**src/rtl/pic_pkg.sv**
```systemverilog
package pic_pkg;

   localparam int KIND_W    = 3;
   localparam int CLS_W     = 3;
   localparam int BASE_HOPS = 5;

   typedef enum logic [KIND_W-1:0] {
      EK_NONE = 3'd0,
      EK_REGF = 3'd1,
      EK_ALU  = 3'd2,
      EK_FPU  = 3'd3,
      EK_MEM  = 3'd4,
      EK_HOME = 3'd5
   } elem_kind_e;

   localparam logic [CLS_W-1:0] CL_INT    = 3'd0;
   localparam logic [CLS_W-1:0] CL_LOAD   = 3'd1;
   localparam logic [CLS_W-1:0] CL_STORE  = 3'd2;
   localparam logic [CLS_W-1:0] CL_FP     = 3'd3;
   localparam logic [CLS_W-1:0] CL_BRANCH = 3'd4;
   localparam logic [CLS_W-1:0] CL_WSHIFT = 3'd5;

   typedef struct packed {
      logic [BASE_HOPS-1:0][KIND_W-1:0] hop;
      logic [2:0]                       count;
      logic                             bad;
   } itinerary_t;

   function automatic itinerary_t plan_route(input logic [CLS_W-1:0] cls);
      itinerary_t r;
      r.hop   = '0;
      r.count = 3'd0;
      r.bad   = 1'b0;
      case (cls)
         CL_INT: begin
            r.hop[0] = EK_REGF; r.hop[1] = EK_ALU; r.hop[2] = EK_REGF;
            r.hop[3] = EK_HOME; r.count = 3'd4;
         end
         CL_LOAD: begin
            r.hop[0] = EK_REGF; r.hop[1] = EK_ALU; r.hop[2] = EK_MEM;
            r.hop[3] = EK_REGF; r.hop[4] = EK_HOME; r.count = 3'd5;
         end
         CL_STORE: begin
            r.hop[0] = EK_REGF; r.hop[1] = EK_ALU; r.hop[2] = EK_MEM;
            r.hop[3] = EK_HOME; r.count = 3'd4;
         end
         CL_FP: begin
            r.hop[0] = EK_REGF; r.hop[1] = EK_FPU; r.hop[2] = EK_REGF;
            r.hop[3] = EK_HOME; r.count = 3'd4;
         end
         CL_BRANCH: begin
            r.hop[0] = EK_REGF; r.hop[1] = EK_ALU; r.hop[2] = EK_HOME;
            r.count = 3'd3;
         end
         CL_WSHIFT: begin
            r.hop[0] = EK_ALU; r.hop[1] = EK_REGF; r.hop[2] = EK_HOME;
            r.count = 3'd3;
         end
         default: begin
            r.hop[0] = EK_HOME; r.count = 3'd1; r.bad = 1'b1;
         end
      endcase
      return r;
   endfunction

endpackage

```
**src/rtl/pic_route_gen.sv**
```systemverilog
module pic_route_gen
   import pic_pkg::*;
#(
   parameter int MAX_HOPS = 5,
   parameter int HOP_W    = 3
) (
   input  logic [CLS_W-1:0]           cls,
   output logic [MAX_HOPS*KIND_W-1:0] kinds,
   output logic [HOP_W-1:0]           hops,
   output logic                       bad
);

   itinerary_t plan;

   always_comb begin
      plan = plan_route(cls);
   end

   assign hops = HOP_W'(plan.count);
   assign bad  = plan.bad;

   for (genvar i = 0; i < MAX_HOPS; i++) begin : g_hop
      if (i < BASE_HOPS) begin : g_live
         assign kinds[i*KIND_W +: KIND_W] = plan.hop[i];
      end else begin : g_pad
         assign kinds[i*KIND_W +: KIND_W] = '0;
      end
   end

endmodule

```
**src/rtl/pic_slot_pool.sv**
```systemverilog
module pic_slot_pool #(
   parameter int SLOTS = 16,
   parameter int TAG_W = 4
) (
   input  logic             clk,
   input  logic             rst_n,
   input  logic             take,
   input  logic             give,
   input  logic [TAG_W-1:0] give_tag,
   output logic             has_free,
   output logic [TAG_W-1:0] free_tag
);

   logic [SLOTS-1:0] busy_q;

   // lowest free index wins: scan downward so the last hit is the smallest
   always_comb begin
      has_free = 1'b0;
      free_tag = '0;
      for (int i = SLOTS - 1; i >= 0; i--) begin
         if (!busy_q[i]) begin
            has_free = 1'b1;
            free_tag = TAG_W'(i);
         end
      end
   end

   always_ff @(posedge clk) begin
      if (!rst_n) begin
         busy_q <= '0;
      end else begin
         if (give) busy_q[give_tag] <= 1'b0;
         if (take) busy_q[free_tag] <= 1'b1;
      end
   end

   AST_RETURN_IN_FLIGHT: assert property (@(posedge clk) disable iff (!rst_n)
      give |-> busy_q[give_tag]);
   AST_TAG_NOW_BUSY: assert property (@(posedge clk) disable iff (!rst_n)
      take |=> busy_q[$past(free_tag)]);

endmodule

```
**src/rtl/pic_pc_steer.sv**
```systemverilog
module pic_pc_steer #(
   parameter int               WORD_W   = 32,
   parameter logic [WORD_W-1:0] RESET_PC = '0,
   parameter logic [WORD_W-1:0] TRAP_VEC = '0,
   parameter int               PC_STEP  = 4
) (
   input  logic              clk,
   input  logic              rst_n,
   input  logic              adv,
   input  logic              ret_v,
   input  logic              ret_fault,
   input  logic              ret_branch,
   input  logic [WORD_W-1:0] ret_target,
   output logic [WORD_W-1:0] pc,
   output logic              redir_hold
);

   localparam logic [WORD_W-1:0] STEP = WORD_W'(PC_STEP);

   logic trap_now, jump_now;
   assign trap_now = ret_v && ret_fault;
   assign jump_now = ret_v && !ret_fault && ret_branch;

   always_ff @(posedge clk) begin
      if (!rst_n) begin
         pc         <= RESET_PC;
         redir_hold <= 1'b0;
      end else begin
         redir_hold <= trap_now || jump_now;
         if (trap_now)      pc <= TRAP_VEC;
         else if (jump_now) pc <= ret_target;
         else if (adv)      pc <= pc + STEP;
      end
   end

   AST_TRAP_PC: assert property (@(posedge clk) disable iff (!rst_n)
      ret_v && ret_fault |=> pc == TRAP_VEC);
   AST_BRANCH_PC: assert property (@(posedge clk) disable iff (!rst_n)
      ret_v && !ret_fault && ret_branch |=> pc == $past(ret_target));
   AST_STEP_PC: assert property (@(posedge clk) disable iff (!rst_n)
      adv && !ret_v |=> pc == $past(pc) + STEP);

endmodule

```
**src/rtl/pkt_issue_ctrl.sv**
```systemverilog
module pkt_issue_ctrl
   import pic_pkg::*;
#(
   parameter int                WORD_W    = 32,
   parameter int                ADDR_W    = 4,
   parameter int                WINDOW    = 16,
   parameter int                MAX_HOPS  = 5,
   parameter logic [ADDR_W-1:0] SELF_ADDR = 'd1,
   parameter logic [WORD_W-1:0] RESET_PC  = 'h100,
   parameter logic [WORD_W-1:0] TRAP_VEC  = 'h40,
   parameter int                PC_STEP   = 4,
   localparam int               TAG_W     = $clog2(WINDOW),
   localparam int               HOP_W     = $clog2(MAX_HOPS + 1)
) (
   input  logic                         clk,
   input  logic                         rst_n,
   output logic [WORD_W-1:0]            fetch_pc,
   input  logic                         fet_valid,
   output logic                         fet_ready,
   input  logic [WORD_W-1:0]            fet_instr,
   input  logic [2:0]                   fet_class,
   input  logic                         dep_ok,
   output logic                         dep_claim,
   output logic [MAX_HOPS*3-1:0]        alloc_kind,
   input  logic [MAX_HOPS*ADDR_W-1:0]   alloc_addr,
   output logic                         alloc_take,
   output logic                         tx_valid,
   input  logic                         tx_ready,
   output logic [ADDR_W-1:0]            tx_dest,
   output logic [MAX_HOPS*ADDR_W-1:0]   tx_route,
   output logic [HOP_W-1:0]             tx_hops,
   output logic [WORD_W-1:0]            tx_instr,
   output logic [WORD_W-1:0]            tx_pc,
   output logic [2:0]                   tx_class,
   output logic [TAG_W-1:0]             tx_tag,
   output logic                         tx_fault,
   input  logic                         rx_valid,
   input  logic [WORD_W-1:0]            rx_instr,
   input  logic [2:0]                   rx_class,
   input  logic [TAG_W-1:0]             rx_tag,
   input  logic                         rx_fault,
   input  logic [WORD_W-1:0]            rx_target,
   output logic                         rel_valid,
   output logic [WORD_W-1:0]            rel_instr,
   output logic [TAG_W-1:0]             rel_tag
);

   // ---------------- elaboration checks ----------------
   if (WINDOW < 2) begin : g_chk_window
      $error("pkt_issue_ctrl: WINDOW must be at least 2");
   end
   if (MAX_HOPS < BASE_HOPS) begin : g_chk_hops
      $error("pkt_issue_ctrl: MAX_HOPS must cover the longest itinerary");
   end
   if (ADDR_W < 2) begin : g_chk_addr
      $error("pkt_issue_ctrl: ADDR_W too narrow");
   end
   if (PC_STEP < 1) begin : g_chk_step
      $error("pkt_issue_ctrl: PC_STEP must be positive");
   end

   // ---------------- internal signals ----------------
   logic                        fire;
   logic                        any_free;
   logic [TAG_W-1:0]            pick_tag;
   logic                        redir_hold;
   logic [MAX_HOPS*KIND_W-1:0]  kinds;
   logic [HOP_W-1:0]            hops_n;
   logic                        bad_n;
   logic [MAX_HOPS*ADDR_W-1:0]  route_n;
   logic                        out_v;

   // ---------------- itinerary ----------------
   pic_route_gen #(
      .MAX_HOPS (MAX_HOPS),
      .HOP_W    (HOP_W)
   ) u_route (
      .cls   (fet_class),
      .kinds (kinds),
      .hops  (hops_n),
      .bad   (bad_n)
   );

   for (genvar h = 0; h < MAX_HOPS; h++) begin : g_addr
      logic [KIND_W-1:0] k;
      assign k = kinds[h*KIND_W +: KIND_W];
      assign route_n[h*ADDR_W +: ADDR_W] =
         (k == EK_HOME) ? SELF_ADDR :
         (k == EK_NONE) ? '0 :
                          alloc_addr[h*ADDR_W +: ADDR_W];
   end

   assign alloc_kind = kinds;

   // ---------------- window slots ----------------
   pic_slot_pool #(
      .SLOTS (WINDOW),
      .TAG_W (TAG_W)
   ) u_slots (
      .clk      (clk),
      .rst_n    (rst_n),
      .take     (fire),
      .give     (rx_valid),
      .give_tag (rx_tag),
      .has_free (any_free),
      .free_tag (pick_tag)
   );

   // ---------------- program counter ----------------
   pic_pc_steer #(
      .WORD_W   (WORD_W),
      .RESET_PC (RESET_PC),
      .TRAP_VEC (TRAP_VEC),
      .PC_STEP  (PC_STEP)
   ) u_pc (
      .clk        (clk),
      .rst_n      (rst_n),
      .adv        (fire),
      .ret_v      (rx_valid),
      .ret_fault  (rx_fault),
      .ret_branch (rx_class == CL_BRANCH),
      .ret_target (rx_target),
      .pc         (fetch_pc),
      .redir_hold (redir_hold)
   );

   // ---------------- issue handshake ----------------
   assign fet_ready  = any_free && dep_ok && !redir_hold && (!out_v || tx_ready);
   assign fire       = fet_valid && fet_ready;
   assign dep_claim  = fire;
   assign alloc_take = fire;

   always_ff @(posedge clk) begin
      if (!rst_n) begin
         out_v    <= 1'b0;
         tx_route <= '0;
         tx_hops  <= '0;
         tx_instr <= '0;
         tx_pc    <= '0;
         tx_class <= '0;
         tx_tag   <= '0;
         tx_fault <= 1'b0;
      end else if (fire) begin
         out_v    <= 1'b1;
         tx_route <= route_n;
         tx_hops  <= hops_n;
         tx_instr <= fet_instr;
         tx_pc    <= fetch_pc;
         tx_class <= fet_class;
         tx_tag   <= pick_tag;
         tx_fault <= bad_n;
      end else if (tx_ready) begin
         out_v    <= 1'b0;
      end
   end

   assign tx_valid = out_v;
   assign tx_dest  = tx_route[ADDR_W-1:0];

   // ---------------- hazard release ----------------
   always_ff @(posedge clk) begin
      if (!rst_n) begin
         rel_valid <= 1'b0;
         rel_instr <= '0;
         rel_tag   <= '0;
      end else begin
         rel_valid <= rx_valid;
         rel_instr <= rx_instr;
         rel_tag   <= rx_tag;
      end
   end

   // ---------------- assertions ----------------
   AST_TX_HOLD: assert property (@(posedge clk) disable iff (!rst_n)
      tx_valid && !tx_ready |=> tx_valid && $stable(tx_instr) && $stable(tx_tag) && $stable(tx_route));
   AST_LAST_HOP_HOME: assert property (@(posedge clk) disable iff (!rst_n)
      tx_valid |-> tx_hops != '0 && tx_route[ADDR_W*(int'(tx_hops)-1) +: ADDR_W] == SELF_ADDR);
   AST_FAULT_SHORT: assert property (@(posedge clk) disable iff (!rst_n)
      tx_valid && tx_fault |-> tx_hops == HOP_W'(1));
   AST_RELEASE_NEXT: assert property (@(posedge clk) disable iff (!rst_n)
      rx_valid |=> rel_valid && rel_tag == $past(rx_tag));
   AST_REDIR_STALL: assert property (@(posedge clk) disable iff (!rst_n)
      rx_valid && (rx_fault || rx_class == CL_BRANCH) |=> !fet_ready);

endmodule

```
**config.mk**
```make
export PLATFORM = sky130hd
export DESIGN_NAME = pkt_issue_ctrl
export DESIGN_NICKNAME = d
export VERILOG_FILES = /design/src/rtl/pic_pkg.sv /design/src/rtl/pic_route_gen.sv /design/src/rtl/pic_slot_pool.sv /design/src/rtl/pic_pc_steer.sv /design/src/rtl/pkt_issue_ctrl.sv
export SDC_FILE = /design/constraint.sdc
export NUM_CORES = 1
export LEC_CHECK = 0
export CAP_MARGIN = 20
export CORE_MARGIN = 4
export CORE_UTILIZATION = 45
export DETAILED_ROUTE_END_ITERATION = 12
export GPL_ROUTABILITY_DRIVEN = 1
export HOLD_SLACK_MARGIN = 0.08
export PLACE_DENSITY = 0.86
export SLEW_MARGIN = 20
export SYNTH_ARGS = -nofsm -noshare
export SYNTH_HDL_FRONTEND = slang
export SYNTH_SLANG_ARGS = --single-unit
```
**constraint.sdc**
```tcl
create_clock -name clk -period 3.24 [get_ports clk]
set_input_delay 0.324 -clock clk [delete_from_list [all_inputs] [get_ports clk]]
set_output_delay 0.324 -clock clk [all_outputs]
set_load 0.02 [all_outputs]
```
==> impl_results.md <==
* # DRC at 1
* WL per Instance at 16.6 um
* Starting density of the core at 46.2%
* Main area contributors after synthesis: dfxtp_1 (52%), nand2_1 (10%), a21oi_1 (9.1%)
* Die extent in y at 133 um
* Top post-synthesis cells by count: nand2_1 (189), dfxtp_1 (182), a21oi_1 (128), o21ai_0 (41), and2_1 (39)
* Register bit total from synthesis at 182
* Antenna Cells at 0
* Hold Path Origin: fet_instr[0]
* Synth Area per Inst at 8.35 sq um
* Fin crit period at 3.04 ns
* Hold crit path type: primary input to flop
* PostCTS Resize Cnt at 0
* ANT nets after route at 0
* Worst-path clk slew at 0.06 ns
* Register area share after synthesis at 51.7%
* Syn Std Cell Area at 7040 sq um
* Type of element launching the critical path: flop
* Clock tree buffer depth at 2
* Synth top area share at 51.7%
* Final Skew at 0.00975 ns
* Placed cell count at 1,317
* Port Buf Inserts at 311
* Top layer in use: met4
* Predominant post-synthesis flop cell: dfxtp_1
* Count leader, synth: nand2_1
* R2r setup slk at 0.69 ns
* Final max-slew violation count at 0
* Tot GR Track Use at 24.7%
* Hpwl dp at 16,000 um
* RSZ-0062 raised after global routing: no
* Die ar. at 17,700 sq um
* Worst Tran Pin Value at 0.550 ns
* Antenna violations before repair at 0
* Syn-to-layout area delta at 54.4%
* Critical Path AT at 2.72 ns
* Final WL at 22,400 um
* TritonRoute pass-1 iters at 10
* Congestion Overflow GR at 0
* Hold Crit Depth at 3
* Critical Path RT at 2.92 ns
* FFs w/ async S/R, synth at 0%
* Final #Nets at 1,259
* RePlAce Congestion at 0.894
* Max Cap Viol at 0
* Number of synthesis warnings at 0
* Core Footprint at 15,300 sq um
* Hold buffers post-CTS at 0
* Core Rows at 45
* Post CTS Setup Buffer Count at 0
* Iteration-0 DRC count of the detailed router at 554
* Met2 WL post-DR at 11,300 um
* DR vias/cell at 5.08
* EDFF count, synth at 0
* Metal-1 WL at 8620 um
* CTS tree: done
* Final setup viols at 0
* F_max at 329 MHz
* Slew Limit Headroom at 63.2%
* Power density over the cells at 472 nW/um^2
* Reg2Reg Capture Point: u_pc.pc[5]
* Failing checks: DRC
* Pleak at 3.79 nW
* Reg2reg start: u_slots.busy_q[2]
* # IOs at 320
* Total count of hold-check failures in the final report at 0
* Setup TNS Final at 0 ns
* Cells on worst reg2reg path at 9
* DR WL met3 at 1890 um
* Routed via count at 6,844
* Non-filler cells in the finished layout at 1,348
* Status: complete, but fails checks
* Critical path class: flop to output port
* H-tree depth at 4
* Share of cells above drive strength 1 at 5.01%
* Post-synthesis instance total at 843
* Latest clock arrival within the worst-skew pair at 0.42 ns
* First-pass GRT wire length at 35,500 um
* Number of global-route vias before repair at 6,783
* Hold EP: tx_instr[0]
* Clock sink count at 182
* Post-synthesis cell type count at 51
* Max rail drop VDD at 344 uV
* Num CTS Buffers at 17
* Root buffer cell: clkbuf_16
* Largest net degree at the start of global routing at 106
* CP endpoint kind: output port
* Period utilisation layout at 93.8%
* Most area-hungry cell type in the Yosys netlist: dfxtp_1
* Width of the die at 133 um
* Hold_ws at 0.445 ns
* CP max FO at 21
==> stage by stage <==
stage | cell area [sq um] | util [%] | setup WS (ns) | power [mW]
after detailed placement | 10300 | 67.3 | 0.494 | 3.05
after CTS | 10900 | 71.3 | 0.186 | 5.18
after global routing | 10900 | 71.3 | 0.0256 | 5.32
final | 10900 | 71.3 | 0.200 | 5.14
after global placement | 10300 | 67.3 | 0.607 | 3.04
after floorplan | 7050 | - | 1.06 | 2.68
==> layer usage <==
metal | GRT usage [%] | vias to the layer above
li1 | - | 3380
met1 | 28.5 | 3155
met2 | 43.1 | 261
met3 | 8.04 | 48
met4 | 8.97 | 0
met5 | 0 | -
==> worst max-delay path, stage by stage, from the launching register on <==
cell,delay (ns)
dfxtp_1,0.46
nand4_1,0.24
nor4_2,0.31
buf_4,0.18
nand2b_4,0.15
clkinv_2,0.28
clkdlybuf4s50_1,0.65
==> worst max-delay path by stage <==
| stage | end | depth (start not counted) | slack, ns | start |
|---|---|---|---|---|
| global route | dep_claim | 6 | 0.03 | u_slots.busy_q[2] |
| detailed placement | u_pc.pc[13] | 7 | 0.49 | tx_ready |
| CTS | dep_claim | 6 | 0.19 | u_slots.busy_q[2] |
| global placement | u_pc.pc[23] | 7 | 0.61 | tx_ready |
| finish | dep_claim | 6 | 0.20 | u_slots.busy_q[2] |
| floorplan | dep_claim | 9 | 1.06 | u_slots.busy_q[2] |
==> area by class of cell <==
type / count / area (sq um)
repair buffers: 322 / 3220
multi-input cells: 583 / 3060
fillers: 1179 / 4390
clock inverters: 8 / 121
well taps: 211 / 264
clock buffers: 23 / 488
inverters: 19 / 73.8
flip-flops and latches: 182 / 3640
==> registers in the layout, indices dropped and copies added (netlist names), named ones only <==
signal	flops
rel_instr	32
rel_tag	4
rel_valid	1
tx_class	3
tx_fault	1
tx_hops	3
tx_instr	32
tx_pc	32
tx_route	20
tx_tag	4
tx_valid	1
u_pc.pc	30
u_pc.redir_hold	1
u_slots.busy_q	16
==> cells in the final DEF, fill, tap and decap left out, types with 14 or more instances in the layout <==
master	Yosys	layout
nand3_1	25	24
nor3_1	14	14
o21ai_0	41	41
clkbuf_16	0	17
xnor2_1	26	26
nand2_1	189	189
inv_1	17	17
clkdlybuf4s50_1	0	311
dfxtp_1	182	182
a21oi_1	128	127
nor2_1	31	31
and2_1	39	39
==> report_power, final <==
part	switching, mW	total (mW)	internal [mW]
Combinational	0.323	0.655	0.332
Clock	0.844	2.13	1.29
Sequential	0.0390	2.35	2.31
Total	1.21	5.14	3.93
==> logic make-up (layout without fill, tap and decap cells) <==
kind of cell    count (synthesis)  count (layout)  share of synthesized area, %
mux                             1               1                         0.142
xor+xnor                       30              30                          3.73
fa+ha+maj                       1               1                         0.178
other cells                     1               4                        0.0533
buf+inv                        81             372                          5.17
flops                         182             182                          51.7
simple gates                  348             348                          23.4
compound gates                199             199                          15.5
Note: power is estimated with default switching activity, not from simulation.
